### src/rtl/spi_read_sequencer.sv
module spi_read_sequencer #(
  parameter int DUMMY_W = 3,
  parameter int MBX_AW  = 10,
  parameter int BUF_AW  = 10
) (
  input  logic               clk,
  input  logic               cs_rst_n,
  input  logic               sys_rst_n,
  input  logic [1:0]         path_sel,
  input  logic               flash_mode,
  input  logic               s2p_valid,
  input  logic [7:0]         s2p_byte,
  input  logic               addr_4b,
  input  logic               mbyte_en,
  input  logic               dummy_en,
  input  logic [DUMMY_W-1:0] dummy_cycles,
  input  logic [3:0]         lanes,
  input  logic               mbx_en,
  input  logic               mbx_intercept,
  input  logic [31:0]        mbx_base,
  output logic [2:0]         phase,
  output logic [31:0]        cur_addr,
  output logic               mem_req,
  output logic [29:0]        mem_word_addr,
  output logic [1:0]         mem_byte_sel,
  output logic               mem_to_mbx,
  output logic               buf_flip,
  output logic [31:0]        last_addr,
  output logic               cfg_err
);

  localparam logic [1:0]  PATH_READ  = 2'b01;
  localparam logic [1:0]  PATH_PARAM = 2'b10;
  localparam logic [31:0] MBX_MASK   = ~((32'd1 << MBX_AW) - 32'd1);

  typedef enum logic [2:0] {
    S_RESET = 3'd0, S_ADDR = 3'd1, S_MODE = 3'd2,
    S_DUMMY = 3'd3, S_OUT  = 3'd4, S_ERR  = 3'd5
  } state_e;

  state_e st, nxt;
  logic [4:0]         acnt;
  logic [DUMMY_W-1:0] dcnt;
  logic [2:0]         bcnt, reload;
  logic               lane_ok, byte_end, go_out, addr_last;
  logic [31:0]        req_addr;

  always_comb begin
    lane_ok = 1'b1;
    case (lanes)
      4'b0010: reload = 3'd7;
      4'b0011: reload = 3'd3;
      4'b1111: reload = 3'd1;
      default: begin reload = 3'd7; lane_ok = 1'b0; end
    endcase
  end

  assign addr_last = s2p_valid && (acnt == 5'd7);
  assign byte_end  = (st == S_OUT) && (bcnt == 3'd0);

  always_comb begin
    nxt = st;
    case (st)
      S_RESET: if (path_sel == PATH_READ || path_sel == PATH_PARAM) nxt = S_ADDR;
      S_ADDR:
        if (addr_last) begin
          casez ({mbyte_en, dummy_en})
            2'b00:   nxt = lane_ok ? S_OUT : S_ERR;
            2'b01:   nxt = S_DUMMY;
            2'b1?:   nxt = S_MODE;
            default: nxt = S_ERR;
          endcase
        end
      S_MODE:  if (s2p_valid) nxt = S_DUMMY;
      S_DUMMY: if (dcnt == '0) nxt = lane_ok ? S_OUT : S_ERR;
      S_OUT:   nxt = S_OUT;
      default: nxt = S_ERR;
    endcase
  end

  always_ff @(posedge clk or negedge cs_rst_n) begin
    if (!cs_rst_n) begin
      st       <= S_RESET;
      acnt     <= '0;
      dcnt     <= '0;
      bcnt     <= '0;
      cur_addr <= '0;
    end else begin
      st <= nxt;
      if (st == S_RESET && nxt == S_ADDR) begin
        acnt     <= addr_4b ? 5'd31 : 5'd23;
        cur_addr <= '0;
      end
      if (st == S_ADDR && s2p_valid) begin
        cur_addr <= {cur_addr[23:0], s2p_byte};
        if (!addr_last) acnt <= acnt - 5'd8;
      end
      if (nxt == S_DUMMY && st != S_DUMMY) dcnt <= dummy_cycles;
      else if (st == S_DUMMY && dcnt != '0) dcnt <= dcnt - 1'b1;
      if (go_out) bcnt <= reload;
      else if (st == S_OUT) begin
        if (bcnt == 3'd0) begin
          bcnt     <= reload;
          cur_addr <= cur_addr + 32'd1;
        end else begin
          bcnt <= bcnt - 3'd1;
        end
      end
    end
  end

  assign go_out        = (st != S_OUT) && (nxt == S_OUT);
  assign req_addr      = (st == S_ADDR) ? {cur_addr[23:0], s2p_byte}
                       : (go_out ? cur_addr : cur_addr + 32'd1);
  assign mem_req       = go_out || byte_end;
  assign mem_word_addr = req_addr[31:2];
  assign mem_byte_sel  = req_addr[1:0];
  assign mem_to_mbx    = mem_req && mbx_en && mbx_intercept &&
                         ((req_addr & MBX_MASK) == (mbx_base & MBX_MASK));
  assign buf_flip      = byte_end && (&cur_addr[BUF_AW-1:0]);
  assign phase         = st;
  assign cfg_err       = (st == S_ERR);

  logic cur_in_mbx;
  assign cur_in_mbx = ((cur_addr & MBX_MASK) == (mbx_base & MBX_MASK));

  always_ff @(posedge clk or negedge sys_rst_n) begin
    if (!sys_rst_n) last_addr <= '0;
    else if (byte_end && path_sel == PATH_READ && flash_mode && !(mbx_en && cur_in_mbx))
      last_addr <= cur_addr;
  end

endmodule

### config.mk
export PLATFORM = sky130hd
export DESIGN_NAME = spi_read_sequencer
export DESIGN_NICKNAME = d
export VERILOG_FILES = /design/src/rtl/spi_read_sequencer.sv
export SDC_FILE = /design/constraint.sdc
export NUM_CORES = 1
export LEC_CHECK = 0
export BUFFER_PORTS_ARGS = -buffer_cell sky130_fd_sc_hd__buf_2
export CAP_MARGIN = 20
export CORE_MARGIN = 10
export CORE_UTILIZATION = 58
export CTS_BUF_LIST = sky130_fd_sc_hd__clkbuf_4 sky130_fd_sc_hd__clkbuf_8 sky130_fd_sc_hd__clkbuf_16
export CTS_CLUSTER_SIZE = 16
export DETAILED_ROUTE_END_ITERATION = 10
export HOLD_SLACK_MARGIN = 0.02
export MAX_ROUTING_LAYER = met4
export PLACE_DENSITY = 0.87
export SYNTH_ARGS = -nofsm -noshare
export SYNTH_HDL_FRONTEND = slang
export SYNTH_SLANG_ARGS = --single-unit
### constraint.sdc
create_clock -name clk -period 6.2 [get_ports clk]
set_input_delay 0.31 -clock clk [delete_from_list [all_inputs] [get_ports clk]]
set_output_delay 0.31 -clock clk [all_outputs]
set_load 0.02 [all_outputs]
==> results.py <==
metrics = {
    "outcome": {
        "outcome": "complete, no violations",
    },
    "die": {
        "io-pin-count": 162,
        "die_x_um": 123,
        "core_mm2": 0.0104,
        "die_area_mm2": 0.0152,
        "initial_core_util": 0.597,
        "die_y_um": 123,
        "fp-row-count": 37,
    },
    "clock_tree": {
        "cts.path.max_buffers": 2,
        "clk_pin_slew_ns": 0.08,
        "numCtsBuffers": 9,
        "cts_tree": "done",
        "htreeDepth": 3,
        "cts.sinks": 78,
        "root_buffer": "clkbuf_8",
        "insertion_delay_ns": 0.38,
        "cts_resized": 0,
    },
    "sta": {
        "fin_skew_ns": 0.00942,
        "rsz0062_at_grt": "no",
        "tns_ns": 0,
        "report.final.slew_viol_count": 0,
        "worst_pin_slew_ns": 1.04,
        "period_share": 0.731,
        "layout_min_cycle_time_ns": 4.53,
        "timing.final.hold_violations": 0,
        "max-slew-margin-rel": 0.303,
        "fin_hold_ws_ns": 0.00657,
        "setup_viol": 0,
        "fmax_mhz": 221,
    },
    "synthesis": {
        "synth_edf_count": 0,
        "synth_top_area_share": 0.316,
        "ys_async_sr_fraction": 1.00,
        "ys_top_cells_by_area": "dfrtp_1 32%, xnor2_1 9.1%, nand2_1 6.9%, mux2_2 6.0%, o21ai_0 4.5%",
        "synth-seq-area-share": 0.316,
        "ys_ff_latch": 78,
        "avgSynthCellArea_um2": 8.20,
        "syn_nets": 819,
        "netlist_area_mm2": 0.00619,
        "yosysTopAreaCell": "dfrtp_1",
        "ys_types": 73,
        "ys_warn_count": 0,
        "synth_flop_cell": "dfrtp_1",
        "syn_inst": 754,
    },
    "cells_and_area": {
        "final_cell_mix": "151 x buf_2, 114 x nand2_1, 78 x dfrtp_1",
        "stdcell_count": 990,
        "final_common_cell": "buf_2",
        "final_layout_size_suffix_gt1_frac": 0.267,
        "final_util": 0.684,
        "nets": 914,
        "area_growth_pct": 14.7,
    },
    "critical_path": {
        "cp.arrival_ns": 4.22,
        "rrSetupSlack_ns": 2.78,
        "critical_path_class": "flop to output port",
        "endpoint_kind": "output port",
        "path_common_cell": "nor4_2",
        "worst_setup_path_start_kind": "flop",
        "crit_path_top_delay_cell": "and2_1",
        "crit_path_cell_trace": "inv_1, ha_1, nor2b_1, a21oi_1, nor4_2, buf_4, and2_1, nor2_1, xnor2_1, nor4_2, a31oi_1, nor4_2, buf_2",
        "worstPathMaxFanout": 25,
        "critPathRequiredTime_ns": 5.89,
        "cpPeakStageDelay_ns": 0.81,
    },
    "route": {
        "drc": 0,
        "vias_per_cell": 6.26,
        "post_drt_wl_per_cell_um": 21.0,
        "wl_met3_mm": 2.06,
        "dr_total_vias": 6193,
        "first_iter_violations": 824,
        "ant_nets": 0,
        "drt-met1-wl_mm": 8.57,
        "wl_met2_mm": 9.75,
        "dr.max_layer_used": "met4",
        "routed_wl_mm": 20.8,
        "drt_pass1_iterations": 5,
    },
    "power_and_ir_drop": {
        "swShare": 0.525,
        "ir_drop_mv": 0.367,
        "p_comb_frac": 0.557,
        "power_density_mw_per_mm2": 491,
        "leakage_uw": 0.00325,
        "internal_power_uw": 1650,
        "clkPwrFrac": 0.136,
        "seqPwrFrac": 0.306,
        "power.switching_uw": 1830,
    },
    "place": {
        "placed_cells": 972,
        "port_buffers": 151,
        "gp_congestion": 1.05,
        "hpwlAfterDp_mm": 14.9,
    },
    "flow_run": {
        "maxCapViolCount": 0,
    },
    "grt": {
        "grt_usage": 0.275,
        "grt_max_degree": 51,
        "grt_pass1_wl_mm": 32.4,
        "first_global_vias": 6005,
        "gr-total-overflow": 0,
        "grt_antenna_before_repair": 1,
    },
    "worst_hold_path": {
        "hold_class": "input pin to async pin",
    },
}
==> Yosys cell counts, types with 10 or more instances <==
cell type,number
o21ai_0,56
nand3_1,28
xor2_1,13
buf_2,13
buf_4,11
clkbuf_1,47
nand4_1,14
nor2_1,48
nor3_1,18
nand2_1,114
a21oi_1,26
xnor2_1,64
and3_1,18
a221o_1,17
inv_1,10
mux2_2,33
dfrtp_1,78
==> per-layer routing <==
layer  vias up  GRT usage
met5         -          -
met4         0     0.0866
met3        36     0.0574
met2       366      0.427
met1      2921      0.353
li1       2870          -
==> registers in the layout, indices dropped and copies added, names as in the netlist <==
name	cells
dcnt	3
phase	3
last_addr	32
cur_addr	32
bcnt	3
acnt	5
==> cell type report <==
cell class	count	area (um2)
sequential	78	1950
tap	136	170
timing repair buffer	159	831
multi-input combinational	591	3860
inverter	10	37.5
clock buffer	11	145
antenna	1	2.50
clock inverter	4	95.1
fill	901	3270
==> critical path: cells and delay by family (launching register included) <==
family / cells / cell delay, ns
AO/OA/AOI/OAI: 2 / 0.30
XOR/XNOR: 1 / 0.25
adder cells (fa/ha/maj): 1 / 0.13
buffers and inverters: 3 / 0.53
flip-flops: 1 / 0.40
AND/OR/NAND/NOR: 6 / 2.22
==> power groups by stage <==
stage	Sequential, uW	Clock (uW)	Combinational (uW)
finish	1070	474	1940
global route	1100	497	2090
CTS	1050	477	1930
floorplan	936	0	1430
detailed placement	1060	0	1920
global placement	1050	0	1890
==> worst paths after layout <==
kind                                  start            end  cells past startpoint
worst max-delay path                dcnt[0]     mem_to_mbx                     13
worst min-delay path              sys_rst_n  last_addr[22]                      1
worst max register to register     phase[2]   cur_addr[14]                      8
worst min register to register      acnt[1]        acnt[1]                      1
max in group asynchronous          cs_rst_n   cur_addr[30]                      3
min in group clk                s2p_byte[6]    cur_addr[6]                      3
==> what timing repair did <==
item | in CTS | in global routing
hold buffers | 0 | 1
setup buffers | 0 | 0
endpoints found under the hold margin | 0 | 7
==> cells by family after synthesis <==
| logic type | after synthesis | share of synthesized area |
|---|---|---|
| buffers and inverters | 85 | 0.0625 |
| xor gates and xnor gates | 77 | 0.109 |
| and+or+nand+nor | 310 | 0.253 |
| adders and majority gates | 6 | 0.0121 |
| DFF | 78 | 0.316 |
| muxes | 37 | 0.0665 |
| AOI/OAI and AO/OA | 161 | 0.181 |
==> through the flow <==
stage | power, uW | setup WS (ns) | area [um2]
2_1_floorplan | 2370 | 2.84 | 6190
3_3_place_gp | 2940 | 2.20 | 6820
3_5_place_dp | 2980 | 2.15 | 6820
4_1_cts | 3460 | 1.72 | 7060
5_1_grt | 3690 | 1.41 | 7100
6_report | 3480 | 1.67 | 7100
Note: power is estimated with default switching activity, not from simulation.
